--- src/rtl/bts_pkg.sv ---
package bts_pkg;

    typedef enum logic [1:0] {
        ST_IDLE = 2'd0,
        ST_HIT  = 2'd1,
        ST_DRAM = 2'd2
    } fetch_st_e;

endpackage

--- src/rtl/bts_lookup.sv ---
module bts_lookup #(
    parameter int AW      = 16,
    parameter int ENTRIES = 32,
    parameter int IW      = 5
) (
    input  logic [AW-1:0]               key,
    input  logic [ENTRIES-1:0][AW-1:0]  tags,
    input  logic [ENTRIES-1:0]          valids,
    output logic [ENTRIES-1:0]          match,
    output logic                        hit,
    output logic [IW-1:0]               idx
);

    for (genvar gi = 0; gi < ENTRIES; gi++) begin : g_cmp
        assign match[gi] = valids[gi] && (tags[gi] == key);
    end

    always_comb begin
        idx = '0;
        for (int i = 0; i < ENTRIES; i++) begin
            if (match[i]) idx = idx | IW'(i);
        end
        hit = |match;
    end

endmodule

--- src/rtl/bts_store.sv ---
module bts_store #(
    parameter int AW      = 16,
    parameter int DW      = 32,
    parameter int WORDS   = 4,
    parameter int ENTRIES = 32,
    parameter int IW      = 5,
    parameter int CW      = 2
) (
    input  logic                        clk,
    input  logic                        rst_n,
    input  logic                        alloc_en,
    input  logic [IW-1:0]               alloc_idx,
    input  logic [AW-1:0]               alloc_tag,
    input  logic                        wr_en,
    input  logic [IW-1:0]               wr_idx,
    input  logic [CW-1:0]               wr_word,
    input  logic [DW-1:0]               wr_data,
    input  logic                        val_set,
    input  logic [IW-1:0]               rd_idx,
    input  logic [CW-1:0]               rd_word,
    output logic [DW-1:0]               rd_data,
    output logic [ENTRIES-1:0][AW-1:0]  tags,
    output logic [ENTRIES-1:0]          valids
);

    logic [DW-1:0] words_q [ENTRIES][WORDS];

    always_ff @(posedge clk or negedge rst_n) begin
        if (!rst_n) begin
            valids <= '0;
        end else begin
            if (alloc_en) valids[alloc_idx] <= 1'b0;
            if (val_set)  valids[wr_idx]    <= 1'b1;
        end
    end

    always_ff @(posedge clk) begin
        if (alloc_en) tags[alloc_idx] <= alloc_tag;
        if (wr_en)    words_q[wr_idx][wr_word] <= wr_data;
    end

    assign rd_data = words_q[rd_idx][rd_word];

endmodule

--- src/rtl/bts_fetch.sv ---
module bts_fetch
    import bts_pkg::*;
#(
    parameter int AW         = 16,
    parameter int DW         = 32,
    parameter int WORDS      = 4,
    parameter int ENTRIES    = 32,
    parameter int PAGE_WORDS = 16
) (
    input  logic          clk,
    input  logic          rst_n,
    input  logic          br_valid,
    input  logic [AW-1:0] br_target,
    output logic          instr_valid,
    output logic [DW-1:0] instr_data,
    output logic [AW-1:0] instr_pc,
    output logic          mem_req,
    output logic [AW-1:0] mem_addr,
    input  logic          mem_rdy,
    input  logic [DW-1:0] mem_rdata,
    output logic          mem_ack
);

    localparam int IW = (ENTRIES > 1) ? $clog2(ENTRIES) : 1;
    localparam int CW = (WORDS > 1) ? $clog2(WORDS) : 1;
    localparam int PB = (PAGE_WORDS > 1) ? $clog2(PAGE_WORDS) : 1;

    typedef struct packed {
        fetch_st_e     st;
        logic [AW-1:0] pc;
        logic [CW-1:0] cnt;
        logic [IW-1:0] idx;
        logic          fill_on;
        logic [IW-1:0] fill_idx;
        logic [CW-1:0] fill_cnt;
        logic [IW-1:0] rr;
        logic          req;
        logic [AW-1:0] req_addr;
    } fetch_regs_t;

    fetch_regs_t q, d;

    logic [ENTRIES-1:0][AW-1:0] st_tags;
    logic [ENTRIES-1:0]         st_valids;
    logic [ENTRIES-1:0]         lk_match;
    logic                       lk_hit;
    logic [IW-1:0]              lk_idx;
    logic [DW-1:0]              rd_data;
    logic                       alloc_en, wr_en, val_set, from_dram;

    bts_lookup #(.AW(AW), .ENTRIES(ENTRIES), .IW(IW)) u_lookup (
        .key    (br_target),
        .tags   (st_tags),
        .valids (st_valids),
        .match  (lk_match),
        .hit    (lk_hit),
        .idx    (lk_idx)
    );

    bts_store #(.AW(AW), .DW(DW), .WORDS(WORDS), .ENTRIES(ENTRIES), .IW(IW), .CW(CW)) u_store (
        .clk       (clk),
        .rst_n     (rst_n),
        .alloc_en  (alloc_en),
        .alloc_idx (q.rr),
        .alloc_tag (br_target),
        .wr_en     (wr_en),
        .wr_idx    (q.fill_idx),
        .wr_word   (q.fill_cnt),
        .wr_data   (mem_rdata),
        .val_set   (val_set),
        .rd_idx    (q.idx),
        .rd_word   (q.cnt),
        .rd_data   (rd_data),
        .tags      (st_tags),
        .valids    (st_valids)
    );

    always_comb begin
        d         = q;
        d.req     = 1'b0;
        alloc_en  = 1'b0;
        wr_en     = 1'b0;
        val_set   = 1'b0;
        // stale words during a fresh request belong to the abandoned stream
        from_dram   = (q.st == ST_DRAM) && mem_rdy && !q.req;
        instr_valid = (q.st == ST_HIT) || from_dram;
        instr_data  = (q.st == ST_HIT) ? rd_data : mem_rdata;
        mem_ack     = from_dram;

        if (br_valid) begin
            d.pc      = br_target;
            d.cnt     = '0;
            d.req     = 1'b1;
            d.fill_on = 1'b0;
            if (lk_hit) begin
                d.st       = ST_HIT;
                d.idx      = lk_idx;
                d.req_addr = br_target + AW'(WORDS);
            end else begin
                d.st       = ST_DRAM;
                d.req_addr = br_target;
                alloc_en   = 1'b1;
                d.fill_on  = 1'b1;
                d.fill_idx = q.rr;
                d.fill_cnt = '0;
                d.rr       = (q.rr == IW'(ENTRIES - 1)) ? '0 : q.rr + 1'b1;
            end
        end else if (q.st == ST_HIT) begin
            d.pc = q.pc + 1'b1;
            if (q.cnt == CW'(WORDS - 1)) begin
                d.st  = ST_DRAM;
                d.cnt = '0;
            end else begin
                d.cnt = q.cnt + 1'b1;
            end
        end else if (from_dram) begin
            d.pc = q.pc + 1'b1;
            if (q.fill_on) begin
                wr_en = 1'b1;
                if (q.fill_cnt == CW'(WORDS - 1)) begin
                    val_set   = 1'b1;
                    d.fill_on = 1'b0;
                end else begin
                    d.fill_cnt = q.fill_cnt + 1'b1;
                end
            end
            if (q.pc[PB-1:0] == '1) begin
                d.req      = 1'b1;
                d.req_addr = q.pc + 1'b1;
            end
        end
    end

    always_ff @(posedge clk or negedge rst_n) begin
        if (!rst_n) q <= '0;
        else        q <= d;
    end

    assign instr_pc = q.pc;
    assign mem_req  = q.req;
    assign mem_addr = q.req_addr;

endmodule

--- config.mk ---
export PLATFORM = sky130hd
export DESIGN_NAME = bts_fetch
export DESIGN_NICKNAME = d
export VERILOG_FILES = /design/src/rtl/bts_pkg.sv /design/src/rtl/bts_lookup.sv /design/src/rtl/bts_store.sv /design/src/rtl/bts_fetch.sv
export SDC_FILE = /design/constraint.sdc
export NUM_CORES = 2
export LEC_CHECK = 0
export ABC_CLOCK_PERIOD_IN_PS = 4300
export BUFFER_PORTS_ARGS = -buffer_cell sky130_fd_sc_hd__buf_2
export CAP_MARGIN = 10
export CORE_UTILIZATION = 49
export CTS_CLUSTER_SIZE = 30
export DETAILED_ROUTE_END_ITERATION = 6
export SETUP_SLACK_MARGIN = 0.5
export SYNTH_ARGS = -nofsm -noshare
export SYNTH_HDL_FRONTEND = slang
export SYNTH_SLANG_ARGS = --single-unit
--- constraint.sdc ---
create_clock -name clk -period 4.3 [get_ports clk]
set_clock_uncertainty 0.1 [all_clocks]
set_input_delay 0.215 -clock clk [delete_from_list [all_inputs] [get_ports clk]]
set_output_delay 0.215 -clock clk [all_outputs]
set_load 0.02 [all_outputs]
# After elaboration in Yosys (flattened, before gate mapping)
# Memory sizes are Yosys's and may differ from the RTL's.
# Index checks and enable logic that the tools add are counted.
[classes]
reduce_logical = 52
n_bitwise = 5
n_eq_ne = 42
order_cmp = 7
n_mux = 141
add_sub_neg = 5
[ops]
columns = ["operator", "count"]
rows = [
  ["512-bit bitwise mux", 1],
  ["16-bit == test", 32],
  ["32-bit 2-to-1 mux", 6],
  ["17-bit 2-to-1 mux", 10],
  ["128-bit 2-to-1 mux", 1],
  ["16-bit 2-to-1 mux", 8],
  ["5-bit 2-to-1 mux", 19],
  ["16-bit demux with 5-bit select", 1],
  ["32-bit binary-select mux with 2-bit select", 1],
  ["32-bit demux with 2-bit select", 1],
  ["2-bit 2-to-1 mux", 29],
  ["1-bit 2-to-1 mux", 47],
  ["1-bit logical AND", 37],
  ["32-bit AND", 1],
  ["4-bit 2-to-1 mux", 8],
  ["32-bit inverter", 1],
  ["32-bit OR", 1],
  ["32-bit OR reduction", 1],
  ["13-bit 2-to-1 mux", 2],
  ["20-bit 2-to-1 mux", 1],
  ["16-bit by 1-bit adder with 16-bit output (second input constant)", 1],
  ["16-bit by 3-bit adder with 16-bit output (second input constant)", 1],
  ["5-bit by 6-bit less-than comparator with 1-bit output (second input constant)", 2],
  ["3-bit 2-to-1 mux", 4],
  ["20 further kinds", 36],
]
[totals]
inputBits = 52
elab_cells = 296
n_memories = 1
output_inout_bits = 67
mem_bits_rw = 4096
register_bits = 599
[mem_list]
columns = ["memory", "words", "word_bits", "read_ports", "rd_clocked_by_memory_dff", "wr", "line", "rtl"]
rows = [
  ["u_store.words_q", 32, 128, 1, 0, 1, "bts_store.sv:26", "logic [DW-1:0] words_q [ENTRIES][WORDS];"],
]

# Logic depth before layout (Yosys ltp)
[depth]
ltp_word = 35
ltp_mapped = 15
ltp_nobuf = 10

# Hierarchy
# A second synthesis with hierarchy kept.
[hier_totals]
hier_cells = 7936
hier_area_um2 = 182917.9
[modules_own_cells]
columns = ["mod", "area_each_um2", "cells_each", "n_inst", "seq_area_each_um2"]
rows = [
  ["bts_store", 172430.4, 6633, 1, 139173.5],
  ["bts_lookup", 6784.0, 833, 1, 0.0],
  ["bts_fetch", 3703.6, 470, 1, 1376.3],
]

# Worst setup path after synthesis
# OpenSTA, ideal clock, no wires.
[synth_path]
path_type = "register to register"
start = "reg q (netlist bit mem_req)"
end = "mem u_store.words_q[19][0] (netlist bit), enable pin"
path_stages_with_launch = 6
t_required_ns = 3.777
arrival_time_ns = 3.617
path_buffers = 1
slack_ns = 0.160
synth_period_minus_slack_ns = 4.140
setup_time_ns = 0.423
cell_sequence = "dfrtp_1 > nor4b_1 > and3_1 > nand2_1 > clkbuf_1 > nor2_1"
[synth_via]
elab_chain_len = 10
[synth_rtl]
columns = ["item", "line", "rtl"]
rows = [
  ["from (decl)", "bts_fetch.sv:41", "fetch_regs_t q, d;"],
  ["from (signal assigned)", "bts_fetch.sv:135", "if (!rst_n) q <= '0;"],
  ["from (signal assigned)", "bts_fetch.sv:136", "else q <= d;"],
  ["1-bit zero test", "bts_fetch.sv:85", "from_dram = (q.st == ST_DRAM) && mem_rdy && !q.req;"],
  ["1-bit logical AND", "bts_fetch.sv:85", ""],
  ["net mem_ack", "bts_fetch.sv:21", "output logic mem_ack"],
  ["1-bit 2-to-1 mux", "bts_fetch.sv:116", "end else if (from_dram) begin"],
  ["1-bit 2-to-1 mux", "bts_fetch.sv:108", "end else if (q.st == ST_HIT) begin"],
  ["1-bit 2-to-1 mux", "bts_fetch.sv:90", "if (br_valid) begin"],
  ["1-bit 2-to-1 mux", "bts_fetch.sv:108", ""],
  ["1-bit 2-to-1 mux (2 in a row)", "bts_fetch.sv:90", ""],
  ["1-bit 2-to-1 mux", "bts_store.sv:39", "if (wr_en) words_q[wr_idx][wr_word] <= wr_data;"],
  ["128-bit 2-to-1 mux (implied by the code)", "bts_store.sv:39", ""],
  ["to (decl)", "bts_store.sv:26", ""],
]
# The timed path passes the listed nets, and every way through them passes these cells. The select of a mux whose other input is x is not followed.

# Final worst setup path
[layout_path]
start = "reg q[30] (netlist bit)"
end = "out instr_data[1]"
[layout_via]
elab_chain_len = 5
[layout_rtl]
columns = ["item", "line", "rtl"]
rows = [
  ["memory 32 x 128 bit", "n/a", ""],
  ["32-bit binary-select mux with 2-bit select", "bts_store.sv:42", "assign rd_data = words_q[rd_idx][rd_word];"],
  ["32-bit 2-to-1 mux (implied by the code) (2 in a row)", "bts_store.sv:42", ""],
  ["32-bit 2-to-1 mux", "bts_fetch.sv:87", "instr_data = (q.st == ST_HIT) ? rd_data : mem_rdata;"],
  ["to (decl)", "bts_fetch.sv:15", "output logic [DW-1:0] instr_data,"],
]
# Every way passes these cells. The select of a mux whose other input is x is not followed.

==> summary.txt <==
Timing
  • Setup-failing EPs final: 32
  • Slew HR: 0.231
  • Unrepaired setup endpoints after global routing: true
  • Worst Tran Pin Value: 1.15 ns
  • Final Hold Viols: 0
  • Final setup TNS: -16.91 ns
  • Minimum clock period: 4.90 ns
  • FMAX: 204 MHz
  • Period Utilization, post-route: 1.14
  • Pins over their slew limit: 0
  • Final WS setup: -0.601 ns
  • Worst Hold Slack: 0.104 ns

Cells and area
  • Fraction of layout cells with a size suffix above 1: 0.319
  • Most common cell after layout, fill and taps aside: edfxtp_1
  • Layout Area Growth over Synthesis: 16.2%
  • Most frequent cells in the layout: 4608 x edfxtp_1, 1344 x mux4_2, 490 x clkbuf_16
  • Nets: 8788
  • Fill count: 26.6k
  • Fin util: 0.574

Setup path
  • CP Data Arrival Time: 4.59 ns
  • R2R Setup Slk: 0.71 ns
  • Worst setup EP type: output pin
  • Setup CP Type: flip-flop to output pin
  • Crit path launch type: flip-flop
  • Critical path peak fanout: 8
  • CP Data Required Time: 3.98 ns

Pwr
  • Int Pwr: 74300 uW
  • Combinational share of power: 0.030
  • Sequential power share: 0.543
  • PD cells: 441 mW/mm2
  • Pwr Total: 93700 uW
  • Switching share of power: 0.208
  • Sw Pwr: 19500 uW
  • Pleak: 0.0642 uW
  • Clock Power Share: 0.428
  • Max rail drop VDD: 0.371 mV

Synth
  • Synth Instances: 7945
  • Adder-cell share of the synthesized area: 0.000889
  • Mapped Nets: 8010
  • Flops & latches, synth: 4695
  • Syn Area/Cell: 23.0 um2
  • Post-synth cell types: 66
  • Ys Warns: 0
  • Post-synthesis mux area share: 0.168
  • Sequential area share after synthesis: 0.768
  • XOR/XNOR share of the synthesized area: 0.0260
  • Compound-Gate Fraction of Synth Area: 0.00615
  • Simple-Gate Fraction of Synth Area: 0.0176
  • Prevailing post-synth register cell: edfxtp_1
  • Fraction of registers with async set or reset after synthesis: 0.0185
  • Largest family of logic cells by synthesized area: multiplexers
  • Post-synth EDFFs: 4608
  • Cell Area, Synth: 0.183 mm2

Route
  • DRT Pass-1 Iters: 6
  • Met2 Routed Length: 236000 um
  • Final WL: 496000 um
  • Via count: 88.4k
  • Final ANT Viol Nets: 1
  • DRC violations left: 0
  • Max Used Layer: met5
  • WL met3: 45900 um
  • Wirelength per Cell: 35.2 um
  • Initial DRC Count: 11.7k
  • Post-Route M1 WL: 201000 um
  • Via density: 6.27

GRT
  • First-pass GRT wire length: 689000 um
  • Total grt overflow: 0
  • Antenna violations before repair: 37
  • Largest net degree at the start of global routing: 113
  • GRT Util Overall: 0.263
  • Vias in the first global route: 88.3k

Run status
  • Failing checks: antenna rules, setup timing
  • Outcome: finished with violations

Floorplanning
  • Core footprint: 0.370 mm2
  • Core Rows: 223
  • Io pins: 119
  • Chip Height: 613 um
  • Initial Utilization: 0.494
  • Die area: 0.376 mm2
  • Die W: 613 um

Placed design
  • DP Wirelength: 277000 um
  • Routability cong.: 0.831
  • Setup slack at placement: -0.199 ns
  • Port Buffer Count: 118

Clock network
  • CTS H-tree lvls: 5
  • Clock-pin transition on the worst setup and hold timing paths: 0.06 ns
  • Maximum clock path buffer count: 4
  • Clock buffer count from CTS: 470
  • Worst skew pair latency: 0.98 ns
  • Clock sinks: 4695
  • CTS tree: built
  • Clock root cell: clkbuf_16

Run
  • Maximum capacitance violations: 0

Hold path
  • HP Class: input pin to flip-flop
==> stage by stage <==
step / instance area [um2] / cells
after floorplan: 183000 / 7945
after global placement: 195000 / 13100
after detailed placement: 195000 / 13100
after CTS: 212000 / 14000
after global routing: 213000 / 14100
final: 213000 / 14100
==> cells in the mapped netlist, types with 3 or more instances <==
library cell     n  area share
a211oi_1         9     0.00037
a21o_1           3     0.00012
a21oi_1         27     0.00074
a22oi_1         11     0.00045
a311oi_1         4     0.00019
and2_1           5     0.00017
and3_1          17     0.00058
buf_1           70      0.0014
buf_12           4     0.00044
buf_2           36     0.00099
buf_4           61      0.0025
buf_6           27      0.0017
buf_8            5     0.00041
clkbuf_1       246      0.0050
dfrtp_1         87       0.012
edfxtp_1      4608        0.76
ha_1            13     0.00089
inv_1           12     0.00025
mux2_1           4     0.00025
mux2_2           7     0.00043
mux2i_1         36      0.0020
mux4_2        1344        0.17
nand2_1        169      0.0035
nand3_1         38      0.0010
nand3b_1         3     0.00012
nand4_1         86      0.0029
nand4bb_1        3     0.00018
nor2_1         229      0.0047
nor2b_1          6     0.00021
nor3_1          29     0.00079
nor3b_1          5     0.00021
nor4_1          34      0.0012
o211ai_1         3     0.00012
o21ai_0         58      0.0016
o22a_1          25      0.0012
o22ai_1         11     0.00038
or2_2            4     0.00014
or3_1            9     0.00031
or4_1           21     0.00086
xnor2_1        453       0.022
xor2_1          90      0.0043
==> registers in the layout, summed over array words and instances (netlist names) <==
signal           cells
u_store.words_q   4096
mem_req              1
mem_addr            16
instr_pc            16
u_store.valids      32
u_store.tags       512
q                   22
==> critical path, cell delays in order, from the launching register on <==
cell,delay [ns]
dfrtp_4,0.50
buf_12,0.19
buf_16,0.19
buf_8,0.15
buf_16,0.14
mux4_2,0.52
mux4_2,0.55
mux4_2,0.65
mux2i_4,0.24
o21ai_4,0.13
buf_6,0.19
buf_6,0.12
==> metal layers <==
metal | vias up | GRT usage
met5 | - | 0
met4 | 10 | 0.0619
met3 | 586 | 0.0484
met2 | 4375 | 0.416
met1 | 48300 | 0.385
li1 | 35100 | -
==> layout make-up <==
cell class / count / area (um2) / area share
repair buffers: 755 / 9490 / 0.0446
flip-flops and latches: 4695 / 141000 / 0.661
multi-input cells: 2789 / 41200 / 0.194
clock buffers: 580 / 12400 / 0.0585
diodes: 21 / 52.6 / 0.000247
inverters: 12 / 45.0 / 0.000212
clock inverters: 292 / 2570 / 0.0121
well taps: 4950 / 6190 / 0.0291
==> worst paths after layout <==
check                                                   from                                to  cells past startpoint
worst min register to register  u_store.valids[27]$_DFF_PN0_      u_store.valids[27]$_DFF_PN0_                      1
worst max-delay path                       q[30]$_DFFE_PN0P_                     instr_data[1]                     11
worst min-delay path                                 mem_rdy           mem_addr[1]$_DFFE_PN0P_                      6
max in group asynchronous                              rst_n                 q[30]$_DFFE_PN0P_                      4
min in group asynchronous                              rst_n      u_store.valids[17]$_DFF_PN0_                      4
worst max register to register             q[54]$_DFFE_PN0P_  u_store.words_q[25][4]$_DFFE_PP_                      6
==> power groups by stage <==
stage                     logic, uW  clock network, uW  registers, uW
after CTS                      2770              40600          50900
after global routing           2950              42300          50900
after floorplan                1160                  0          51700
final                          2770              40100          50900
after detailed placement       2700                  0          51800
after global placement         2610                  0          51800
==> cell families (layout without fill, tap and decap cells) <==
kind of cell	after synthesis	in the layout
adders and majority gates	13	13
xor gates and xnor gates	543	543
and+or+nand+nor	671	671
buffers and inverters	461	1639
DFF	4695	4695
AOI/OAI and AO/OA	171	171
muxes	1391	1391
other	0	21
==> timing repair <==
item / 4_1_cts / 5_1_grt
hold buffers: 54 / 0
endpoints found under the setup margin: 32 / 32
pin swaps: 5 / 6
buffers inserted: 26 / 32
hold endpoints to repair: 3219 / 0
resized for setup: 144 / 40
cloned: 19 / 15
Note: power is estimated with default switching activity, not from simulation.
